## config.mk

```make
export PLATFORM = sky130hd
export DESIGN_NAME = pwm_phase_leg
export DESIGN_NICKNAME = d
export VERILOG_FILES = /design/src/rtl/pwm_leg_pkg.sv /design/src/rtl/pwm_leg_timebase.sv /design/src/rtl/pwm_leg_qualifier.sv /design/src/rtl/pwm_leg_deadband.sv /design/src/rtl/pwm_phase_leg.sv
export SDC_FILE = /design/constraint.sdc
export NUM_CORES = 1
export LEC_CHECK = 0
export ABC_AREA = 0
export BUFFER_PORTS_ARGS = -buffer_cell sky130_fd_sc_hd__buf_2
export CORE_MARGIN = 3
export CORE_UTILIZATION = 34
export CTS_CLUSTER_SIZE = 16
export DETAILED_ROUTE_END_ITERATION = 10
export PLACE_DENSITY = 0.53
export SETUP_SLACK_MARGIN = 0.05
export SKIP_CTS_REPAIR_TIMING = 1
export SLEW_MARGIN = 20
export SYNTH_ARGS = -nofsm -noshare
export SYNTH_HDL_FRONTEND = slang
export SYNTH_SLANG_ARGS = --single-unit
export TNS_END_PERCENT = 5
```

## constraint.sdc

```tcl
create_clock -name clk -period 2.7 [get_ports clk]
set_clock_uncertainty 0.1 [all_clocks]
set_input_delay 0.405 -clock clk [delete_from_list [all_inputs] [get_ports clk]]
set_output_delay 0.405 -clock clk [all_outputs]
set_load 0.01 [all_outputs]
```

## src/rtl/pwm_leg_pkg.sv

```systemverilog
package pwm_leg_pkg;

    typedef enum logic {
        AQ_LOW  = 1'b0,
        AQ_HIGH = 1'b1
    } aq_state_t;

    typedef enum logic [1:0] {
        DB_B_ON  = 2'd0,
        DB_DLY_A = 2'd1,
        DB_A_ON  = 2'd2,
        DB_DLY_B = 2'd3
    } db_state_t;

    typedef struct packed {
        logic zero;
        logic cmp;
    } evt_t;

    localparam logic [1:0] FRC_LOW  = 2'b01;
    localparam logic [1:0] FRC_HIGH = 2'b10;

endpackage

```

## src/rtl/pwm_leg_timebase.sv

```systemverilog
module pwm_leg_timebase
    import pwm_leg_pkg::*;
#(
    parameter int CW = 16
) (
    input  logic          clk,
    input  logic          rst_n,
    input  logic [CW-1:0] prd_shadow,
    input  logic [CW-1:0] cmp_val,
    input  logic [CW-1:0] phs_val,
    input  logic          phs_en,
    input  logic          sync_in,
    output logic [CW-1:0] cnt,
    output evt_t          evt,
    output logic          sync_out
);

    logic [CW-1:0] prd_act;
    logic          load;

    assign load = phs_en & sync_in;

    always_ff @(posedge clk) begin
        if (!rst_n) begin
            cnt     <= '0;
            prd_act <= '0;
        end else begin
            if (cnt == '0)
                prd_act <= prd_shadow;
            if (load)
                cnt <= phs_val;
            else if (cnt >= prd_act)
                cnt <= '0;
            else
                cnt <= cnt + CW'(1);
        end
    end

    // exact-equality event decode, suppressed in a phase-load cycle
    assign evt.zero = !load && (cnt == '0);
    assign evt.cmp  = !load && (cnt == cmp_val);
    assign sync_out = (cnt == '0);

    a_r1_count_up: assert property (@(posedge clk) disable iff (!rst_n)
        (!load && cnt < prd_act) |=> cnt == $past(cnt) + CW'(1));
    a_r1_wrap: assert property (@(posedge clk) disable iff (!rst_n)
        (!load && cnt >= prd_act) |=> cnt == '0);
    a_r4_phase_load: assert property (@(posedge clk) disable iff (!rst_n)
        load |=> cnt == $past(phs_val));
    a_r2_shadow_hold: assert property (@(posedge clk) disable iff (!rst_n)
        (cnt != '0) |=> prd_act == $past(prd_act));
    a_r2_shadow_take: assert property (@(posedge clk) disable iff (!rst_n)
        (cnt == '0) |=> prd_act == $past(prd_shadow));

endmodule

```

## src/rtl/pwm_leg_qualifier.sv

```systemverilog
module pwm_leg_qualifier
    import pwm_leg_pkg::*;
(
    input  logic       clk,
    input  logic       rst_n,
    input  evt_t       evt,
    input  logic [1:0] frc_a,
    input  logic [1:0] frc_b,
    output logic       q
);

    aq_state_t st, st_nxt;
    logic      no_force;

    assign no_force = (frc_a != FRC_LOW) && (frc_a != FRC_HIGH) &&
                      (frc_b != FRC_LOW) && (frc_b != FRC_HIGH);

    always_ff @(posedge clk) begin
        if (!rst_n) st <= AQ_LOW;
        else        st <= st_nxt;
    end

    always_comb begin
        st_nxt = st;
        unique case (st)
            AQ_LOW:  if (evt.zero && !evt.cmp) st_nxt = AQ_HIGH;  // ZERO_SET
            AQ_HIGH: if (evt.cmp)              st_nxt = AQ_LOW;   // CMP_CLEAR
        endcase
        // FORCE: A has priority over B, both over events
        if (frc_a == FRC_HIGH)      st_nxt = AQ_HIGH;
        else if (frc_a == FRC_LOW)  st_nxt = AQ_LOW;
        else if (frc_b == FRC_HIGH) st_nxt = AQ_LOW;
        else if (frc_b == FRC_LOW)  st_nxt = AQ_HIGH;
    end

    assign q = (st == AQ_HIGH);

    a_r7_cmp_clears: assert property (@(posedge clk) disable iff (!rst_n)
        (evt.cmp && no_force) |=> !q);
    a_r7_zero_sets: assert property (@(posedge clk) disable iff (!rst_n)
        (evt.zero && !evt.cmp && no_force) |=> q);
    a_r10_force_a_high: assert property (@(posedge clk) disable iff (!rst_n)
        (frc_a == FRC_HIGH) |=> q);
    a_r10_force_b_high: assert property (@(posedge clk) disable iff (!rst_n)
        (frc_b == FRC_HIGH && frc_a != FRC_LOW && frc_a != FRC_HIGH) |=> !q);

endmodule

```

## src/rtl/pwm_leg_deadband.sv

```systemverilog
module pwm_leg_deadband
    import pwm_leg_pkg::*;
#(
    parameter int DBW = 8
) (
    input  logic           clk,
    input  logic           rst_n,
    input  logic           q,
    input  logic [DBW-1:0] rise_dly,
    input  logic [DBW-1:0] fall_dly,
    output logic           a_o,
    output logic           b_o
);

    db_state_t      st, st_nxt;
    logic [DBW-1:0] ctr, ctr_nxt;

    always_ff @(posedge clk) begin
        if (!rst_n) begin
            st  <= DB_B_ON;
            ctr <= '0;
        end else begin
            st  <= st_nxt;
            ctr <= ctr_nxt;
        end
    end

    always_comb begin
        st_nxt  = st;
        ctr_nxt = ctr;
        unique case (st)
            DB_B_ON: begin
                if (q) begin                                   // Q_RISE
                    if (rise_dly == '0) st_nxt = DB_A_ON;
                    else begin st_nxt = DB_DLY_A; ctr_nxt = DBW'(1); end
                end
            end
            DB_DLY_A: begin
                if (!q) begin                                  // Q_FALL
                    if (fall_dly == '0) st_nxt = DB_B_ON;
                    else begin st_nxt = DB_DLY_B; ctr_nxt = DBW'(1); end
                end else if (ctr >= rise_dly) st_nxt = DB_A_ON; // RISE_DONE
                else ctr_nxt = ctr + DBW'(1);
            end
            DB_A_ON: begin
                if (!q) begin                                  // Q_FALL
                    if (fall_dly == '0) st_nxt = DB_B_ON;
                    else begin st_nxt = DB_DLY_B; ctr_nxt = DBW'(1); end
                end
            end
            DB_DLY_B: begin
                if (q) begin                                   // Q_RISE
                    if (rise_dly == '0) st_nxt = DB_A_ON;
                    else begin st_nxt = DB_DLY_A; ctr_nxt = DBW'(1); end
                end else if (ctr >= fall_dly) st_nxt = DB_B_ON; // FALL_DONE
                else ctr_nxt = ctr + DBW'(1);
            end
        endcase
    end

    always_comb begin
        a_o = (st == DB_A_ON);
        b_o = (st == DB_B_ON);
    end

    a_r9_never_both: assert property (@(posedge clk) disable iff (!rst_n)
        !(a_o && b_o));
    a_r9_rise_waits: assert property (@(posedge clk) disable iff (!rst_n)
        (st == DB_DLY_A && q && ctr < rise_dly) |=> !a_o);
    a_r9_fall_waits: assert property (@(posedge clk) disable iff (!rst_n)
        (st == DB_DLY_B && !q && ctr < fall_dly) |=> !b_o);
    a_r8_q_low_drops_a: assert property (@(posedge clk) disable iff (!rst_n)
        !q |=> !a_o);

endmodule

```

## src/rtl/pwm_phase_leg.sv

```systemverilog
module pwm_phase_leg
    import pwm_leg_pkg::*;
#(
    parameter int CW  = 16,
    parameter int DBW = 8
) (
    input  logic           clk,
    input  logic           rst_n,
    input  logic [CW-1:0]  prd_shadow_i,
    input  logic [CW-1:0]  cmp_i,
    input  logic [CW-1:0]  phs_i,
    input  logic           phs_en_i,
    input  logic           sync_in_i,
    input  logic [DBW-1:0] rise_dly_i,
    input  logic [DBW-1:0] fall_dly_i,
    input  logic [1:0]     frc_a_i,
    input  logic [1:0]     frc_b_i,
    output logic           pwm_a_o,
    output logic           pwm_b_o,
    output logic           sync_out_o,
    output logic [CW-1:0]  cnt_o
);

    evt_t evt;
    logic q;

    pwm_leg_timebase #(.CW(CW)) u_tb (
        .clk        (clk),
        .rst_n      (rst_n),
        .prd_shadow (prd_shadow_i),
        .cmp_val    (cmp_i),
        .phs_val    (phs_i),
        .phs_en     (phs_en_i),
        .sync_in    (sync_in_i),
        .cnt        (cnt_o),
        .evt        (evt),
        .sync_out   (sync_out_o)
    );

    pwm_leg_qualifier u_aq (
        .clk   (clk),
        .rst_n (rst_n),
        .evt   (evt),
        .frc_a (frc_a_i),
        .frc_b (frc_b_i),
        .q     (q)
    );

    pwm_leg_deadband #(.DBW(DBW)) u_db (
        .clk      (clk),
        .rst_n    (rst_n),
        .q        (q),
        .rise_dly (rise_dly_i),
        .fall_dly (fall_dly_i),
        .a_o      (pwm_a_o),
        .b_o      (pwm_b_o)
    );

    a_r3_sync_at_zero: assert property (@(posedge clk) disable iff (!rst_n)
        sync_out_o == (cnt_o == '0));

endmodule

```

Word-level counts from Yosys, hierarchy flattened
Cells that the tools add are included.
- bits in registers: 43
- input bits: 72
- $add $sub $neg: 2
- magnitude comparators: 3
- eq/ne operators: 14
- multiplexer cells: 27
- bitwise logic cells: 2
- reduce and logical (&&, ||, !) cells: 11
- operator list (cell ; count):
    $mux W8 ; 8
    $mux W16 ; 2
    $pmux W8 S4 ; 1
    $add A16 B1 Y16 const B ; 1
    $eq A16 B16 Y1 ; 1
    $ge A16 B16 Y1 ; 1
    $ge A8 B8 Y1 ; 2
    $logic_not A16 Y1 ; 1
    $logic_not A8 Y1 ; 2
    $mux W2 ; 8
    $add A8 B1 Y8 const B ; 1
    $eq A2 B2 Y1 const B ; 4
    $pmux W2 S4 ; 1
    $reduce_and A4 Y1 ; 2
    $eq A2 B1 Y1 const B ; 3
    $mux W1 ; 6
    $ne A3 B2 Y1 const B ; 2
    $ne A3 B3 Y1 const B ; 2
    $logic_and A1 B1 Y1 ; 3
    $logic_not A1 Y1 ; 2
    $logic_not A2 Y1 ; 1
    $ne A2 B1 Y1 const B ; 1
    $ne A2 B2 Y1 const B ; 1
    $pmux W1 S2 ; 1
    2 further kinds ; 2

Logic depth before layout (Yosys ltp)
Gate-level depths: netlist of the first run.
- depth in word-level cells: 11
- depth in mapped cells: 9
- depth with buffers taken out: 8

Cells and area by module
From an unflattened synthesis of the first run, not the netlist that was laid out.
- cell total of the unflattened synthesis: 415
- area, all modules: 3331.9 um^2
- by module, submodules not included (module ; times used ; cells each ; area an instance (um^2) ; seq. area each (um^2)):
    pwm_leg_timebase ; 1 ; 245 ; 2000.7 ; 640.6
    pwm_leg_deadband ; 1 ; 162 ; 1262.5 ; 200.2
    pwm_leg_qualifier ; 1 ; 8 ; 68.8 ; 20.0

Least setup slack after synthesis of the first run
Ideal clock, no wire load.
- path type: reg-to-reg
- start: register u_db.ctr[0]
- end: register u_db.ctr[4]
- arrival: 2073 ps
- required time: 2465 ps
- slack: 392 ps
- cell stages (with the launch flop): 9
- buffers on the path: 0
- cell sequence: dfxtp_1 inv_1 ha_1 nand2b_1 a2111oi_0 o31ai_1 a2bb2oi_2 a31oi_1 o221ai_1
- longest elaborated chain between the ends: 4
- elaborated cells between the ends (all ways): 11
- those cells by class: add/sub: 1; order compare: 2; eq/ne: 2; mux: 5; reduce/logical: 1
- ends and longest elaborated chain (element ; RTL line ; text):
    start: declaration ; pwm_leg_deadband.sv:16 ; logic [DBW-1:0] ctr, ctr_nxt;
    start signal: assignment ; pwm_leg_deadband.sv:24 ; ctr <= ctr_nxt;
    $add A8 B1 Y8 ; pwm_leg_deadband.sv:43, pwm_leg_deadband.sv:56 ;
    $mux W8, on equally long branches ; pwm_leg_deadband.sv:55, pwm_leg_deadband.sv:42 ;
    $mux W8, on equally long branches ; pwm_leg_deadband.sv:52, pwm_leg_deadband.sv:39 ;
    $pmux W8 S4 ; pwm_leg_deadband.sv:31 ; unique case (st)
Several ways; a longest one is shown, not always the timed one. The select of a mux whose other input is x is not followed.
A chain may end at the register's enable or synchronous reset.

Final worst setup path of the first run
Same ends and word-level chain as after synthesis.

==> impl_metrics.json, run 1 <==
{
  "die_area_mm2": 0.01077,
  "fin_crit_ps": 2455,
  "fin_area_mm2": 0.004015,
  "fill_cells": 1003,
  "clk_transition_reported_paths_ps": 90,
  "drc_errors": 0,
  "syn-cell-area_mm2": 0.003251,
  "peakVddDrop_mv": 0.2253,
  "synth_top_family_by_area": "simple AND/OR/NAND/NOR gates",
  "synth-edff-count": 0,
  "die_x_um": 103.8,
  "synth_compound_area_share_pct": 16.32,
  "grt_overflow": 0,
  "grtUsageTotal_pct": 16.12,
  "crit_chain": "inv_1 -> ha_1 -> nand2b_1 -> a2111oi_0 -> o31ai_1 -> a2bb2oi_2 -> a31oi_1 -> buf_4 -> o221ai_1",
  "cts_max_path_buffers": 2,
  "syn_inst": 399,
  "final_nets": 604,
  "die_y_um": 103.8,
  "crit_required_ps": 2810,
  "power_leakage_uw": 0.001859,
  "path_class": "reg -> reg",
  "worst_r2r_path_depth": 9,
  "critPathCaptureType": "flop",
  "critPathSlowestCell": "o31ai_1",
  "grt_pass1_wl_um": 14520,
  "synthAdderAreaFrac_pct": 13.78,
  "outcome": "complete, no violations",
  "whs_endpoint": "u_tb.cnt[4]",
  "fp-row-count": 35,
  "clk_latency_ps": 300,
  "holdPathStages": 3,
  "coreArea_mm2": 0.009284,
  "fin_cells": 627,
  "r2r-start": "u_db.ctr[0]",
  "diodes": 0,
  "cap_viol_max_count": 0,
  "root_buffer": "clkbuf_8",
  "firstDrtPassIters": 4,
  "critPathMaxStageDelay_ps": 580,
  "place_hpwl_um": 7054,
  "crit_family": "compound AO/OA/AOI/OAI gates",
  "tns_ps": 0,
  "cts_tree": "built",
  "ant_nets": 0,
  "rrSetupSlack_ps": 240,
  "powerDensity_mw_per_mm2": 552.0,
  "cp.arrival_ps": 2570,
  "placed_area_mm2": 0.003884,
  "rr_endpoint": "u_db.ctr[4]",
  "cts_num_sinks": 43,
  "drt-initial-drc-count": 140,
  "min_period_over_period_pct": 90.93,
  "initial_core_util_pct": 35.01,
  "synth_xor_area_share_pct": 8.353,
  "max_clock_freq_mhz": 407.3,
  "crit_buf_inv": 2,
  "grt_max_degree": 26,
  "async_flop_share_pct": 0,
  "synth_mux_area_share_pct": 5.235,
  "yosysSeqAreaShare_pct": 26.48,
  "yosysWarnings": 0,
  "io_buffer_count": 90,
  "critPathMaxFanout": 7,
  "cp-start-kind": "flop",
  "pin_count": 91,
  "grt_pass1_vias": 2953,
  "h-tree-depth": 2,
  "avgSynthCellArea_um2": 8.147,
  "cts_made_buffers": 5,
  "hold_class": "in -> reg",
  "vias": 3046,
  "slew_headroom_pct": 53.67,
  "final-setup-viol-count": 0,
  "drt-total-wl_um": 8769,
  "synth_fp_nets": 506,
  "drv_slew": 0,
  "ys_types": 54,
  "hp-start": "phs_i[4]",
  "place_congestion": 0.8697,
  "post_route_cells_drive_above_1_share_pct": 24.50,
  "area_growth_pct": 23.52,
  "synthFlopType": "dfxtp_1",
  "dp_cells": 615,
  "vias_per_cell": 4.858,
  "worst_pin_slew_ps": 689.1,
  "ys_ff_latch": 43,
  "rsz0062_at_grt": "no",
  "antenna_found_initial": 0,
  "wl_per_cell_um": 13.99,
  "hold_viol_final": 0,
  "yosys.area_share.simple_pct": 22.86
}
-- cell families after synthesis --
family / count (synthesis)
XOR/XNOR: 31
AND/OR/NAND/NOR: 138
buffers and inverters: 59
adder cells (fa/ha/maj): 36
multiplexers: 17
flip-flops: 43
AO/OA/AOI/OAI: 75
-- layer usage --
| metal | part of all wire (%) | GRT usage [%] |
|---|---|---|
| met1 | 51 | 23.57 |
| met2 | 44 | 25.00 |
| met3 | 4.0 | 3.115 |
| met4 | 0.59 | 2.659 |
| met5 | 0 | 0 |
-- metrics by stage --
step / hold WS, ps / utilization [%] / worst slack (ps) / total power (uW)
floorplan: 385.6 / - / 392.0 / 1455
global placement: 400.2 / 41.83 / 263.0 / 1745
detailed placement: 410.3 / 41.83 / 153.2 / 1755
CTS: 198.5 / 42.91 / 150.6 / 2214
global route: 209.9 / 43.25 / 76.95 / 2382
finish: 198.3 / 43.25 / 245.0 / 2216
-- sequential cells by signal, indices dropped and copies added (netlist names) --
name          count
u_tb.cnt         16
u_db.ctr          8
u_aq.q            1
u_db.st           2
u_tb.prd_act     16
-- Yosys cell counts (5+ instances only) --
cell type	n	area, um2
a21o_1	7	52.55
a21oi_1	11	55.05
and3_1	8	50.05
clkbuf_1	9	33.78
dfxtp_1	43	860.8
ha_1	35	437.9
inv_1	46	172.7
mux2i_1	17	170.2
nand2_1	35	131.4
nand2b_1	7	43.79
nand3_1	18	90.09
nand4_1	10	62.56
nor2_1	17	63.81
nor2b_1	20	125.1
nor3_1	5	25.02
o21ai_0	22	110.1
xnor2_1	22	192.7
xor2_1	9	78.83
-- worst min-delay path, delay by kind of cell --
kind / cells / cell delay [ps]
AND/OR/NAND/NOR: 1 / 30
AO/OA/AOI/OAI: 1 / 50
buffers and inverters: 1 / 80
-- cell type report --
cell class / instances / area, um2 / share of cell area [%]
clock buffers: 8 / 100.1 / 2.493
repair buffers: 104 / 555.5 / 13.84
well taps: 129 / 161.4 / 4.020
inverters: 46 / 172.7 / 4.300
flip-flops and latches: 43 / 862.1 / 21.47
multi-input cells: 297 / 2163 / 53.88
-- power by group --
part	switching [uW]	leakage (uW)	internal, uW	total (uW)
sequential	119	0.000351	715	834
combinational	473	0.00146	449	922
clock	226	0.0000515	234	460
-- how the worst max path moves through the flow --
stage                            from  depth (start not counted)  slack [ps]          end
final                     u_db.ctr[0]                          9         240  u_db.ctr[4]
after global routing      u_db.ctr[0]                          9          80  u_db.ctr[4]
after CTS                 u_db.ctr[0]                          8         150  u_db.ctr[2]
after detailed placement  u_db.ctr[0]                          8         150  u_db.ctr[2]
after global placement    u_db.ctr[0]                          9         260  u_db.ctr[4]
after floorplan           u_db.ctr[0]                          8         390  u_db.ctr[4]
-- cells in the final DEF, fill, tap and decap left out, types with 3 or more instances in the layout --
master	count
a21oi_1	11
or4_4	3
and3_1	8
ha_1	35
buf_4	14
nand3_1	18
nand4_1	10
nor3_1	5
dfxtp_1	42
buf_2	90
o211ai_1	3
clkbuf_8	7
xor2_1	9
o21bai_1	3
nor2b_1	20
xnor2_1	22
inv_1	46
nor2_1	17
nand2b_1	7
a211o_1	3
nand2_1	35
nor4_1	4
a21o_1	7
mux2i_1	17
o21ai_0	22
a31oi_1	3
No activity file was read; power rests on OpenSTA's default activity.
==> inputs of run 2 (changes only) <==
==> constraint.sdc (replaced) <==
create_clock -name clk -period 2.7 [get_ports clk]
set_clock_uncertainty 0.1 [all_clocks]
set_input_delay 0.54 -clock clk [delete_from_list [all_inputs] [get_ports clk]]
set_output_delay 0.54 -clock clk [all_outputs]
set_load 0.01 [all_outputs]
==> run 2 against run 1 <==
- first-iteration DRC count is 21% higher
- routed wire length is 1.8% lower
- non-clock buffer count is 1 lower
- global-route usage is 0.50 points lower
- sequential share of layout area hardly changed
- maximum frequency is 5.8% higher
- combinational power is 0.4% lower
- register-to-register slack better by 130 ps
- cell count is 0.16% lower
- design area is 0.19% lower
- critical path depth stayed put
- critical endpoint unchanged
- largest cell class unchanged
- largest power group unchanged
- highest routed layer unchanged
==> impl_metrics.json, run 2 (synthesis gave the netlist of run 1 again) <==
{
  "initial_core_util_pct": 35.01,
  "grtUsageTotal_pct": 15.62,
  "clk_latency_ps": 290,
  "hold_class": "in -> reg",
  "fp-row-count": 35,
  "pin_count": 91,
  "peakVddDrop_mv": 0.1833,
  "clk_transition_reported_paths_ps": 90,
  "place_congestion": 0.8723,
  "multi_input_area_mm2": 0.002165,
  "max_clock_freq_mhz": 430.8,
  "drv_slew": 0,
  "final_cell_mix": "90 x buf_2, 46 x inv_1, 43 x dfxtp_1",
  "hold_viol_final": 0,
  "cp.arrival_ps": 2390,
  "root_buffer": "clkbuf_8",
  "crit_chain": "inv_1 -> ha_1 -> nand2b_1 -> a2111oi_1 -> o31ai_1 -> a2bb2oi_2 -> a31oi_1 -> buf_4 -> o221ai_1",
  "outcome": "complete, no violations",
  "slew_headroom_pct": 57.66,
  "fill_cells": 977,
  "cts_tree": "built",
  "cts_num_sinks": 43,
  "worst_slack_ps": 378.9,
  "power_leakage_uw": 0.001853,
  "worst_r2r_path_depth": 9,
  "final_nets": 603,
  "coreArea_mm2": 0.009284,
  "min_period_over_period_pct": 85.96,
  "io_buffer_count": 90,
  "top_regs": "u_tb.cnt: 16 flops, u_tb.prd_act: 16 flops, u_db.ctr: 8 flops",
  "crit_required_ps": 2770,
  "critPathMaxFanout": 5,
  "fin_crit_ps": 2321,
  "h-tree-depth": 2,
  "cap_viol_max_count": 0,
  "die_area_mm2": 0.01077,
  "critPathMaxStageDelay_ps": 380,
  "drc_errors": 0,
  "powerDensity_mw_per_mm2": 549.1,
  "die_x_um": 103.8,
  "grt_overflow": 0,
  "grt_pass1_vias": 2888,
  "die_y_um": 103.8,
  "wl_per_cell_um": 13.76,
  "vias": 3012,
  "grt_max_degree": 27,
  "area_growth_pct": 23.29,
  "p_total_uw": 2201,
  "critPathCaptureType": "flop",
  "antenna_found_initial": 0,
  "diodes": 0,
  "critPathSlowestCell": "a2111oi_1",
  "final-setup-viol-count": 0,
  "layout_commonest_cell": "buf_2",
  "place_hpwl_um": 6954,
  "preCtsSetupSlack_ps": 118.8,
  "holdPathStages": 3,
  "cts_max_path_buffers": 2,
  "worst_pin_slew_ps": 629.8,
  "rsz0062_at_grt": "no",
  "tns_ps": 0,
  "firstDrtPassIters": 4,
  "ant_nets": 0,
  "cts_made_buffers": 5,
  "drt-total-wl_um": 8615,
  "cp-start-kind": "flop",
  "post_route_cells_drive_above_1_share_pct": 24.14,
  "drt-initial-drc-count": 170,
  "path_class": "reg -> reg",
  "vias_per_cell": 4.812,
  "grt_pass1_wl_um": 14090,
  "seqCellArea_um2": 860.8
}
-- run 2: changes by cell type in the layout (fill, tap and decap cells not counted) --
cell,before,now
dfxtp_2,1,0
a2111oi_0,1,0
dfxtp_1,42,43
buf_4,14,13
a2111oi_1,0,1
-- run 2: worst max-delay path: cells and delay by family (launching register included) --
| family | cells | cell delay, ps |
|---|---|---|
| flops | 1 | 310 |
| buf+inv | 2 | 310 |
| fa+ha+maj | 1 | 250 |
| compound gates | 5 | 1080 |
| simple gates | 1 | 140 |
-- run 2: metal layers --
metal	share of wire, %	up-vias	GRT usage (%)
met3	4.6	2	3.427
met1	51	1350	22.57
met5	0	-	0
met4	0.31	0	2.089
li1	-	1590	-
met2	44	70	24.49
-- run 2: report_power, final --
group / internal (uW) / leakage, uW / total [uW] / switching (uW)
Clock: 234 / 0.0000515 / 458 / 224
Combinational: 443 / 0.00145 / 918 / 475
Sequential: 713 / 0.000351 / 825 / 112
Total: 1390 / 0.00185 / 2200 / 811
-- run 2: stage by stage --
step                hold slack (ps)  instances  util, %  instance area, um2
floorplan                     385.6        399        -                3251
global placement              397.9        618    42.08                3906
detailed placement            408.3        618    42.08                3906
CTS                           331.8        626    43.15                4006
global route                  339.8        626    43.17                4008
finish                        333.1        626    43.17                4008
-- run 2: path summary, 6_finish.rpt --
| check | slack [ps] | to | start |
|---|---|---|---|
| setup / recovery | 380 | u_db.ctr[4] | u_db.ctr[0] |
| hold / removal | 330 | u_tb.cnt[2] | phs_i[2] |
| setup reg to reg | 380 | u_db.ctr[4] | u_db.ctr[0] |
| hold reg to reg | 420 | u_tb.prd_act[10] | u_tb.prd_act[10] |
-- run 2: cell type report --
class | instances | share of cell area, %
clock buffer | 8 | 2.498
inverter | 46 | 4.308
multi-input combinational | 297 | 54.01
sequential | 43 | 21.48
tap | 129 | 4.027
timing repair buffer | 103 | 13.67
